===== config.mk =====
export PLATFORM = sky130hd
export DESIGN_NAME = clkpin_ctl
export DESIGN_NICKNAME = d
export VERILOG_FILES = /design/src/rtl/clkpin_pkg.sv /design/src/rtl/clkpin_sysgen.sv /design/src/rtl/clkpin_outdiv.sv /design/src/rtl/clkpin_mux.sv /design/src/rtl/clkpin_ctl.sv
export SDC_FILE = /design/constraint.sdc
export NUM_CORES = 1
export LEC_CHECK = 0
export BUFFER_PORTS_ARGS = -buffer_cell sky130_fd_sc_hd__buf_2
export CORE_MARGIN = 1.5
export CORE_UTILIZATION = 38
export CTS_CLUSTER_DIAMETER = 30
export DETAILED_ROUTE_END_ITERATION = 12
export PLACE_DENSITY = 0.7
export SETUP_SLACK_MARGIN = 0.1
export SYNTH_ARGS = -nofsm -noshare
export SYNTH_HDL_FRONTEND = slang
export SYNTH_HIERARCHICAL = 1
export SYNTH_SLANG_ARGS = --single-unit

===== constraint.sdc =====
create_clock -name clk_i -period 1.2 [get_ports clk_i]
set_clock_uncertainty 0.1 [all_clocks]
set_input_delay 0.24 -clock clk_i [delete_from_list [all_inputs] [get_ports clk_i]]
set_output_delay 0.24 -clock clk_i [all_outputs]
set_load 0.02 [all_outputs]

===== src/rtl/clkpin_pkg.sv =====
package clkpin_pkg;
  typedef enum logic [1:0] {
    FSEL_DIV2 = 2'd0,
    FSEL_DIV4 = 2'd1,
    FSEL_DIV1 = 2'd2,
    FSEL_RSVD = 2'd3
  } fsel_e;

  typedef struct packed {
    logic  clk_out_en;  // 7
    logic  sync_mon;    // 6
    logic  xtal_inv;    // 5
    logic  prog_sel;    // 4
    fsel_e fsel;        // 3:2
    logic  rsvd;        // 1
    logic  xtal_half;   // 0
  } ctl_t;
endpackage


===== src/rtl/clkpin_sysgen.sv =====
module clkpin_sysgen (
  input  logic clk_i,
  input  logic rst_ni,
  input  logic half_i,
  input  logic prog_sel_i,
  input  logic prog_en_i,
  output logic sys_en_o
);
  logic half_ph_q;

  always_ff @(posedge clk_i or negedge rst_ni) begin
    if (!rst_ni)      half_ph_q <= 1'b1;
    else if (!half_i) half_ph_q <= 1'b1;
    else              half_ph_q <= ~half_ph_q;
  end

  always_comb begin
    if (prog_sel_i)  sys_en_o = prog_en_i;
    else if (half_i) sys_en_o = half_ph_q;
    else             sys_en_o = 1'b1;
  end
endmodule


===== src/rtl/clkpin_outdiv.sv =====
module clkpin_outdiv
  import clkpin_pkg::*;
#(
  parameter int CNT_W = 2
) (
  input  logic             clk_i,
  input  logic             rst_ni,
  input  logic             sys_en_i,
  input  fsel_e            fsel_i,
  output logic [CNT_W-1:0] cnt_o,
  output logic             div_clk_o
);
  fsel_e            fsel_q;
  logic [CNT_W-1:0] cnt_q;
  logic             tick_q;

  always_ff @(posedge clk_i or negedge rst_ni) begin
    if (!rst_ni) begin
      fsel_q <= FSEL_DIV2;
      cnt_q  <= '0;
      tick_q <= 1'b0;
    end else begin
      tick_q <= sys_en_i;
      if (fsel_i != fsel_q) begin
        // restart from low phase on code change
        fsel_q <= fsel_i;
        cnt_q  <= '0;
      end else if (sys_en_i) begin
        cnt_q <= cnt_q + 1'b1;
      end
    end
  end

  always_comb begin
    unique case (fsel_q)
      FSEL_DIV2: div_clk_o = cnt_q[0];
      FSEL_DIV4: div_clk_o = cnt_q[1];
      FSEL_DIV1: div_clk_o = tick_q;
      default:   div_clk_o = 1'b0;
    endcase
  end

  assign cnt_o = cnt_q;
endmodule


===== src/rtl/clkpin_mux.sv =====
module clkpin_mux (
  input  logic [1:0] aud_mode_i,
  input  logic       lrck_i,
  input  logic       sync_mon_i,
  input  logic       sync_i,
  input  logic       clk_out_en_i,
  input  logic       div_clk_i,
  output logic       pin_o,
  output logic       pin_oe_o
);
  always_comb begin
    pin_oe_o = 1'b1;
    if (aud_mode_i != 2'd0)  pin_o = lrck_i;
    else if (sync_mon_i)     pin_o = sync_i;
    else if (clk_out_en_i)   pin_o = div_clk_i;
    else begin
      pin_o    = 1'b1;  // pull-up level
      pin_oe_o = 1'b0;
    end
  end
endmodule


===== src/rtl/clkpin_ctl.sv =====
module clkpin_ctl
  import clkpin_pkg::*;
#(
  parameter int              ADDR_W   = 8,
  parameter int              DATA_W   = 8,
  parameter logic [ADDR_W-1:0] REG_ADDR = 8'h1A,
  parameter logic [DATA_W-1:0] VERSION  = 8'h43,
  parameter int              CNT_W    = 2
) (
  input  logic              clk_i,
  input  logic              rst_ni,
  input  logic [ADDR_W-1:0] addr_i,
  input  logic [DATA_W-1:0] wdata_i,
  input  logic              we_i,
  input  logic              rd_en_i,
  output logic [DATA_W-1:0] rdata_o,
  input  logic [1:0]        aud_mode_i,
  input  logic              lrck_i,
  input  logic              sync_i,
  input  logic              prog_en_i,
  output logic              sys_clk_en_o,
  output logic              sys_clk_inv_o,
  output logic              pin_o,
  output logic              pin_oe_o
);
  localparam int CTL_W = $bits(ctl_t);

  ctl_t             ctl_q;
  logic             hit;
  logic [CNT_W-1:0] div_cnt;
  logic             div_clk;

  assign hit = (addr_i == REG_ADDR);

  always_ff @(posedge clk_i or negedge rst_ni) begin
    if (!rst_ni)         ctl_q <= '0;
    else if (we_i && hit) ctl_q <= ctl_t'(wdata_i[CTL_W-1:0]);
  end

  assign rdata_o       = (rd_en_i && hit) ? VERSION : '0;
  assign sys_clk_inv_o = ctl_q.xtal_inv;

  clkpin_sysgen u_sysgen (
    .clk_i      (clk_i),
    .rst_ni     (rst_ni),
    .half_i     (ctl_q.xtal_half),
    .prog_sel_i (ctl_q.prog_sel),
    .prog_en_i  (prog_en_i),
    .sys_en_o   (sys_clk_en_o)
  );

  clkpin_outdiv #(.CNT_W(CNT_W)) u_outdiv (
    .clk_i     (clk_i),
    .rst_ni    (rst_ni),
    .sys_en_i  (sys_clk_en_o),
    .fsel_i    (ctl_q.fsel),
    .cnt_o     (div_cnt),
    .div_clk_o (div_clk)
  );

  clkpin_mux u_mux (
    .aud_mode_i   (aud_mode_i),
    .lrck_i       (lrck_i),
    .sync_mon_i   (ctl_q.sync_mon),
    .sync_i       (sync_i),
    .clk_out_en_i (ctl_q.clk_out_en),
    .div_clk_i    (div_clk),
    .pin_o        (pin_o),
    .pin_oe_o     (pin_oe_o)
  );
endmodule


==> results of run 1 <==
[cell families after synthesis]
group,share of synthesized area
and+or+nand+nor,0.1813
DFF,0.4780
AOI/OAI and AO/OA,0.07326
other,0.005489
buffers and inverters,0.09340
xor gates and xnor gates,0.03847
muxes,0.1300
[power groups by stage]
stage / Clock (mW) / Sequential [mW] / Combinational [mW]
2_1_floorplan: 0 / 0.535 / 0.190
4_1_cts: 0.271 / 0.520 / 0.369
5_1_grt: 0.285 / 0.528 / 0.400
6_report: 0.261 / 0.520 / 0.370
3_5_place_dp: 0 / 0.529 / 0.323
3_3_place_gp: 0 / 0.528 / 0.315
[worst min path at each step]
stage / cells past startpoint / slack [ns] / to / from
global route: 2 / 0.09 / ctl_q[6] / wdata_i[6]
global placement: 1 / 0.04 / ctl_q[3] / rst_ni
floorplan: 0 / -0.16 / ctl_q[0] / rst_ni
finish: 2 / 0.1 / ctl_q[2] / wdata_i[2]
CTS: 2 / 0.09 / sys_clk_inv_o / wdata_i[5]
detailed placement: 1 / 0.04 / sys_clk_inv_o / rst_ni
[stage by stage]
stage | cells | hold slack [ns] | setup WS, ns | util | total power [mW]
2_1_floorplan | 57 | -0.1556 | -0.3074 | - | 0.7253
3_3_place_gp | 110 | 0.03677 | -0.3631 | 0.5333 | 0.8430
3_5_place_dp | 110 | 0.03688 | -0.3899 | 0.5333 | 0.8520
4_1_cts | 118 | 0.09257 | -0.6623 | 0.6073 | 1.160
5_1_grt | 118 | 0.09135 | -0.7223 | 0.6161 | 1.213
6_report | 118 | 0.09738 | -0.6318 | 0.6161 | 1.151
[area by class of cell]
class                           instances  area share
Clock buffer                            4     0.02497
Tap cell                               25     0.02973
Sequential cell                        13      0.3103
Inverter                                1    0.003567
Multi-Input combinational cell         34      0.3543
Timing Repair Buffer                   41      0.2771
[cells in the final DEF, fill, tap and decap left out, drive strengths merged]
cell type / Yosys / layout
mux2i: 1 / 1
or4: 1 / 1
inv: 1 / 1
a211oi: 1 / 1
dfrtp: 12 / 12
xor2: 2 / 2
a21bo: 1 / 1
nor3: 1 / 1
conb: 1 / 5
a21oi: 1 / 1
o21ai: 2 / 2
nand3b: 2 / 2
nor2b: 1 / 1
nand3: 1 / 1
and3: 1 / 1
xnor2: 1 / 1
clkbuf: 2 / 4
nor4b: 1 / 1
and4bb: 1 / 1
mux2: 7 / 7
dfstp: 1 / 1
buf: 7 / 40
nor3b: 2 / 2
o41ai: 1 / 1
nand2: 1 / 1
dlygate4sd3: 0 / 1
[sequential cells by signal (all words and copies together) (netlist names)]
register	cells
ctl_q	6
u_outdiv/cnt_o	2
u_outdiv/fsel_q	2
sys_clk_inv_o	1
u_outdiv/tick_q	1
u_sysgen/half_ph_q	1
[worst max-delay path: stages, from the launching register on]
cell and delay (ns):
dfrtp_1 0.41, mux2i_1 0.13, o21ai_1 0.14, nor3b_2 0.08
o41ai_4 0.28, buf_4 0.19
[metal layers]
layer | up-vias | share of wire
li1 | 254 | -
met1 | 252 | 0.38
met2 | 18 | 0.56
met3 | 2 | 0.052
met4 | 0 | 0.0063
met5 | - | 0
[timing repair]
item                       4_1_cts  5_1_grt
gates cloned                     0        0
hold endpoints to repair        12        0
hold buffers                     1        0
pin swaps                        9        6
setup endpoints to repair       16       16
gates resized for setup         18        5
buffers inserted                 3        1
==> flow_summary_export.csv, run 1 <==
group,metric,value,unit
setup_path,r2r-end,"u_outdiv/cnt_o[1]",
drt,wirelength,1268,um
placed_design,gp_congestion,0.6703,
synth,post-synth-top-count-cell,"dfrtp_1",
floorplanning,die_x,45.40,um
synth,yosysSeqAreaShare,0.4780,
grt,use_met3,0.02778,
final_layout,final_cell_area,0.001052,mm^2
grt,grt_busiest_layer,"met2",
grt,grt_pass1_wl,2104,um
timing,period_needed,1.832,ns
timing,maxSlewViolCount,0,
placed_design,dp_hpwl,963.2,um
power,p_leak,0.5414,nW
setup_path,end_kind,"primary output",
timing,worst_slack,-0.6318,ns
clock_tree,clk_latency,0.27,ns
timing,setup_violations,8,
floorplanning,initial_core_util,0.4000,
drt,drt_iter0_drc,0,
final_layout,n_fill_cell,138,
drt,drc,0,
drt,num_vias,526,
floorplanning,die_area,0.002061,mm^2
synth,ys.flop_type,"dfrtp_1",
floorplanning,die_h,45.40,um
synth,syn-cell-area,683.2,um^2
final_layout,drive_gt1_frac,0.6774,
final_layout,area_growth,54.03,%
clock_tree,cts.sinks,13,
grt,gr-usage-all-layers,0.1444,
power,peakVddDrop,608.1,uV
setup_path,cp.required,0.86,ns
setup_path,regToRegSetupSlack,-0.22,ns
power,pwr-share-clk,0.227,
clock_tree,cts_made_buffers,3,
final_layout,fin_nets,119,
status,violations,"setup timing",
status,status,"finished, violations left",
drt,first_pass_iters,1,
clock_tree,clock_path_buffers,2,
timing,hold_viol_final,0,
power,p_int,0.8370,mW
synth,syn_inst,53,
power,p_per_area,1094,mW/mm^2
clock_tree,cts_tree,"yes",
synth,avgSynthCellArea,12.89,um^2
synth,synth_area_leaders,"dfrtp_1 (44%), mux2_2 (12%), buf_4 (7.7%), dfstp_2 (3.8%), nor4b_4 (3.5%)",
drt,wl_per_cell,10.75,um
floorplanning,core_area,0.001708,mm^2
synth,ys_seq_elements,13,
setup_path,worstSetupStartpoint,"u_outdiv/fsel_q[1]",
grt,antenna_found_initial,0,
placed_design,io_buffers,30,
setup_path,r2r_start,"ctl_q[4]",
synth,synth_cell_types,26,
grt,met1_usage,0.1628,
setup_path,setup.worst_path.class,"reg2out",
power,swShare,0.2728,
synth,ys.warnings.count,6,
timing,max_freq,0.5459,GHz
placed_design,placed_area,910.9,um^2
final_layout,regArea,326.6,um^2
timing,setup_tns,-2.233,ns
synth,synthArstFlopShare,1.000,
setup_path,cp-start-kind,"flop",
setup_path,crit_arrival,1.49,ns
floorplanning,fp-row-count,15,
drt,ant_nets,0,
grt,grt_max_degree,14,
worst_hold_path,hold_path.class,"in2reg",
setup_path,crit_path_end,"pin_o",
run,cap_violations,0,
synth,synth_edf_count,0,
setup_path,reg2reg_depth,5,
synth,synth_top_area_share,0.4396,
clock_tree,clkSlewWorstSetupHoldPaths,0.08,ns
grt,use_met2,0.2563,
final_layout,multi_input_area,372.9,um^2
timing,min_period_over_period,1.526,
grt,grt-ovfl-total,0,
timing,rsz0062_at_grt,"true",
power,seq_power_share,0.452,
clock_tree,ctsRootBufferMaster,"clkbuf_4",
floorplanning,pin_count,37,
power,pwr-share-comb,0.321,
power,p_switching,0.3140,mW
final_layout,n_antenna_cell,0,
grt,grt_pass1_vias,518,
setup_path,cp_max_fo,3,
clock_tree,cts.htree.levels,1,
synth,yosys-top-cells-count,"dfrtp_1 (12), buf_4 (7), mux2_2 (7)",
synth,synth_largest_area_cell,"dfrtp_1",
drt,vias_per_cell,4.458,
Power figures use the tool's default switching activity.
==> run 2, diff against run 1 <==
--- a/config.mk
+++ b/config.mk
@@ -6,8 +6,10 @@
 export NUM_CORES = 1
 export LEC_CHECK = 0
 export BUFFER_PORTS_ARGS = -buffer_cell sky130_fd_sc_hd__buf_2
+export CELL_PAD_IN_SITES_DETAIL_PLACEMENT = 1
+export CELL_PAD_IN_SITES_GLOBAL_PLACEMENT = 1
 export CORE_MARGIN = 1.5
-export CORE_UTILIZATION = 38
+export CORE_UTILIZATION = 29
 export CTS_CLUSTER_DIAMETER = 30
 export DETAILED_ROUTE_END_ITERATION = 12
 export PLACE_DENSITY = 0.7
==> flow_summary_export.csv, run 2 (synthesized netlist as in run 1, its figures left out) <==
group,metric,value,unit
clock_tree,clk_latency,0.28,ns
run,cap_violations,0,
status,violations,"setup timing",
status,status,"finished, violations left",
floorplanning,die_area,0.002656,mm^2
clock_tree,cts_tree,"yes",
clock_tree,cts.htree.levels,1,
timing,setup_violations,9,
floorplanning,initial_core_util,0.3088,
grt,grt_max_degree,14,
timing,holdWs,0.08494,ns
power,total_power,1.188,mW
drt,drc,0,
final_layout,regArea,326.6,um^2
setup_path,reg2reg_depth,5,
clock_tree,clkSlewWorstSetupHoldPaths,0.08,ns
floorplanning,die_h,51.54,um
timing,max_freq,0.5434,GHz
final_layout,fin_nets,123,
grt,grt_pass1_vias,635,
final_layout,n_antenna_cell,0,
final_layout,final_cell_area,0.001106,mm^2
timing,hold_viol_final,0,
setup_path,cp-start-kind,"flop",
clock_tree,cts_made_buffers,3,
timing,min_period_over_period,1.534,
timing,rsz0062_at_grt,"true",
floorplanning,die_x,51.54,um
drt,vias_per_cell,4.512,
drt,num_vias,564,
placed_design,gp_congestion,0.6576,
drt,wirelength,1687,um
power,peakVddDrop,608.6,uV
final_layout,multi_input_area,372.9,um^2
setup_path,cp_max_fo,3,
setup_path,cp.required,0.86,ns
placed_design,dp.cells,114,
worst_hold_path,hold_path.class,"in2reg",
floorplanning,fp-row-count,17,
timing,setup_tns,-2.208,ns
final_layout,n_fill_cell,248,
drt,ant_nets,0,
grt,grt-ovfl-total,0,
worst_hold_path,min_path_cells,2,
final_layout,top_register,"ctl_q",
timing,maxSlewViolCount,0,
setup_path,setup.worst_path.class,"reg2out",
grt,met1_usage,0.1750,
grt,grt_busiest_layer,"met2",
timing,period_needed,1.840,ns
power,p_leak,0.5671,nW
drt,wl_per_cell,13.50,um
timing,worst_slack,-0.6403,ns
final_layout,drive_gt1_frac,0.6907,
grt,use_met3,0.03161,
placed_design,placed_area,922.1,um^2
grt,use_met2,0.2521,
setup_path,end_kind,"primary output",
setup_path,crit_arrival,1.50,ns
final_layout,area_growth,61.90,%
grt,antenna_found_initial,0,
final_layout,final_common_cell,"buf_2",
floorplanning,core_area,0.002212,mm^2
clock_tree,ctsRootBufferMaster,"clkbuf_4",
placed_design,dp_hpwl,1197,um
final_layout,final_cells,125,
floorplanning,pin_count,37,
final_layout,largest_reg_flops,6,
drt,first_pass_iters,4,
power,p_per_area,1074,mW/mm^2
placed_design,io_buffers,30,
final_layout,layout_common_cells,"buf_2 (19), buf_6 (13), dfrtp_1 (12), buf_4 (12)",
drt,drt_iter0_drc,3,
grt,gr-usage-all-layers,0.1529,
clock_tree,cts.sinks,13,
grt,grt_pass1_wl,2911,um
clock_tree,clock_path_buffers,2,
[run 2: changes by cell type in the layout (fill, tap and decap cells not counted)]
cell   previous run  this run
buf_6             9        13
buf_4            10        12
buf_2            21        19
[run 2: worst paths after layout]
path                                    start                  to  slack [ns]
setup / recovery           u_outdiv/fsel_q[1]               pin_o       -0.64
hold / removal                     wdata_i[5]       sys_clk_inv_o        0.08
setup reg to reg                     ctl_q[4]   u_outdiv/cnt_o[1]       -0.19
hold reg to reg                      ctl_q[3]  u_outdiv/fsel_q[1]        0.33
max in group asynchronous              rst_ni  u_sysgen/half_ph_q        0.45
min in group asynchronous              rst_ni   u_outdiv/cnt_o[1]        0.27
[run 2: repair_timing]
action                                 CTS  global route
buffers inserted                         4             4
setup endpoints to repair               11            16
pin swaps                               11             5
gates resized for setup                 24             3
hold buffers                             1             0
endpoints found under the hold margin   12             0
[run 2: cell type report]
cell class | instances | share of cell area
Sequential cell | 13 | 0.2952
Clock buffer | 4 | 0.02376
Inverter | 1 | 0.003394
Timing Repair Buffer | 45 | 0.3088
Tap cell | 28 | 0.03167
Multi-Input combinational cell | 34 | 0.3371
[run 2: power by group]
part	total [mW]	internal [mW]	leakage [nW]	switching, mW
Sequential	0.520	0.490	0.168	0.0301
Clock	0.283	0.129	0.0150	0.154
Combinational	0.385	0.229	0.384	0.156
[run 2: metrics by stage]
stage               setup WS (ns)    util
global route              -0.7585  0.5000
global placement          -0.3717  0.4169
CTS                       -0.6671  0.4898
detailed placement        -0.3875  0.4169
floorplan                 -0.3074       -
finish                    -0.6403  0.5000
[run 2: per-layer routing]
| metal | share of wire | vias to the layer above |
|---|---|---|
| li1 | - | 266 |
| met1 | 0.40 | 264 |
| met2 | 0.49 | 25 |
| met3 | 0.052 | 9 |
| met4 | 0.049 | 0 |
| met5 | 0 | - |
[run 2: worst max-delay path, stage by stage (launching register included)]
cell,delay [ns]
dfrtp_1,0.41
mux2i_1,0.12
o21ai_1,0.15
nor3b_2,0.08
o41ai_4,0.27
buf_4,0.19
==> run 3, diff against run 2 <==
--- a/config.mk
+++ b/config.mk
@@ -8,7 +8,7 @@
 export BUFFER_PORTS_ARGS = -buffer_cell sky130_fd_sc_hd__buf_2
 export CELL_PAD_IN_SITES_DETAIL_PLACEMENT = 1
 export CELL_PAD_IN_SITES_GLOBAL_PLACEMENT = 1
-export CORE_MARGIN = 1.5
+export CORE_MARGIN = 2
 export CORE_UTILIZATION = 29
 export CTS_CLUSTER_DIAMETER = 30
 export DETAILED_ROUTE_END_ITERATION = 12
==> flow_summary_export.csv, run 3 (synthesized netlist as in run 1, its figures left out) <==
group,metric,value,unit
placed_design,place_ws,-0.4040,ns
grt,grt_busiest_layer,"met2",
floorplanning,pin_count,37,
worst_hold_path,hold_end,"ctl_q[0]",
setup_path,regToRegSetupSlack,-0.17,ns
setup_path,end_kind,"primary output",
clock_tree,cts_made_buffers,3,
grt,grt_max_degree,14,
floorplanning,core_area,0.002212,mm^2
final_layout,fin_nets,122,
worst_hold_path,hold_path.class,"in2reg",
setup_path,reg2reg_depth,6,
placed_design,io_buffers,30,
setup_path,r2r-end,"u_outdiv/cnt_o[0]",
drt,vias_per_cell,4.444,
grt,grt_pass1_wl,2808,um
power,p_per_area,1076,mW/mm^2
placed_design,dp_hpwl,1256,um
drt,wl_per_cell,13.55,um
worst_hold_path,min_path_cells,2,
timing,min_period_over_period,1.536,
final_layout,n_antenna_cell,0,
clock_tree,cts_tree,"yes",
run,cap_violations,0,
grt,grt-ovfl-total,0,
timing,worst_slack,-0.6432,ns
grt,antenna_found_initial,0,
final_layout,layout_common_cells,"buf_2 (21), dfrtp_1 (12), buf_4 (12), buf_6 (10)",
final_layout,fin_util,0.4921,
timing,hold_viol_final,0,
drt,drc,0,
setup_path,crit_path_top_delay_cell,"dfrtp_1",
timing,period_needed,1.843,ns
timing,rsz0062_at_grt,"true",
final_layout,drive_gt1_frac,0.6875,
final_layout,final_cells,124,
drt,first_pass_iters,1,
drt,ant_nets,0,
placed_design,placed_area,922.1,um^2
grt,gr-usage-all-layers,0.1453,
power,total_power,1.171,mW
drt,wirelength,1680,um
clock_tree,clkSlewWorstSetupHoldPaths,0.08,ns
setup_path,crit_path_cell_trace,"mux2i_1, o21ai_1, nor3b_2, o41ai_4, buf_4",
grt,met1_usage,0.1503,
clock_tree,ctsRootBufferMaster,"clkbuf_4",
grt,grt_pass1_vias,630,
final_layout,top_register,"ctl_q",
power,peakVddDrop,798.5,uV
drt,drt_iter0_drc,0,
final_layout,final_common_cell,"buf_2",
floorplanning,die_h,52.54,um
status,status,"finished, violations left",
setup_path,cp.required,0.86,ns
timing,max_freq,0.5425,GHz
clock_tree,cts.sinks,13,
setup_path,setup.worst_path.class,"reg2out",
placed_design,dp.cells,114,
setup_path,cp-start-kind,"flop",
power,p_leak,0.5584,nW
floorplanning,die_x,52.54,um
setup_path,crit_arrival,1.50,ns
clock_tree,clk_latency,0.27,ns
clock_tree,cts.htree.levels,1,
floorplanning,fp-row-count,17,
setup_path,path_delay_family,"compound AO/OA/AOI/OAI gates",
timing,holdWs,0.09659,ns
final_layout,largest_reg_flops,6,
timing,setup_tns,-2.151,ns
grt,use_met3,0.04571,
timing,maxSlewViolCount,0,
status,violations,"setup timing",
drt,num_vias,551,
clock_tree,clock_path_buffers,2,
final_layout,final_cell_area,0.001089,mm^2
grt,use_met2,0.2708,
setup_path,cp_max_fo,3,
final_layout,area_growth,59.34,%
worst_hold_path,hp-start,"wdata_i[0]",
setup_path,slowest_delay,0.41,ns
floorplanning,die_area,0.002760,mm^2
placed_design,gp_congestion,0.6798,
floorplanning,initial_core_util,0.3088,
setup_path,cp_num_buf_inv,1,
setup_path,r2r_start,"u_sysgen/half_ph_q",
timing,setup_violations,8,
## run 3: final cells by class
cell class / count / area (um^2)
fill: 243 / 1124
multi-input combinational: 34 / 379.1
sequential: 13 / 326.6
timing repair buffer: 44 / 317.8
tap: 28 / 35.03
clock buffer: 4 / 26.28
inverter: 1 / 3.754
## run 3: worst max-delay path by stage
stage                             startpoint     to  depth (start not counted)
after floorplan           u_outdiv/fsel_q[1]  pin_o                          4
final                     u_outdiv/fsel_q[1]  pin_o                          5
after detailed placement  u_outdiv/fsel_q[1]  pin_o                          5
after global placement    u_outdiv/fsel_q[1]  pin_o                          5
after global routing      u_outdiv/fsel_q[1]  pin_o                          5
after CTS                 u_outdiv/fsel_q[1]  pin_o                          5
## run 3: report_power, final
| part | total (mW) | internal, mW | switching, mW |
|---|---|---|---|
| Combinational | 0.383 | 0.223 | 0.160 |
| Clock | 0.266 | 0.129 | 0.137 |
| Sequential | 0.522 | 0.490 | 0.0321 |
## run 3: repair_timing
action	4_1_cts	5_1_grt
hold buffers	1	0
pin swaps	9	5
endpoints found under the setup margin	16	16
endpoints found under the hold margin	12	0
buffers inserted	4	2
gates cloned	0	0
gates resized for setup	22	2
## run 3: metal layers
layer	vias to the layer above	wire (um)	part of all wire
met3	0	63	0.038
met1	271	666	0.40
met5	-	0	0
li1	263	-	-
met4	0	0	0
met2	17	951	0.57
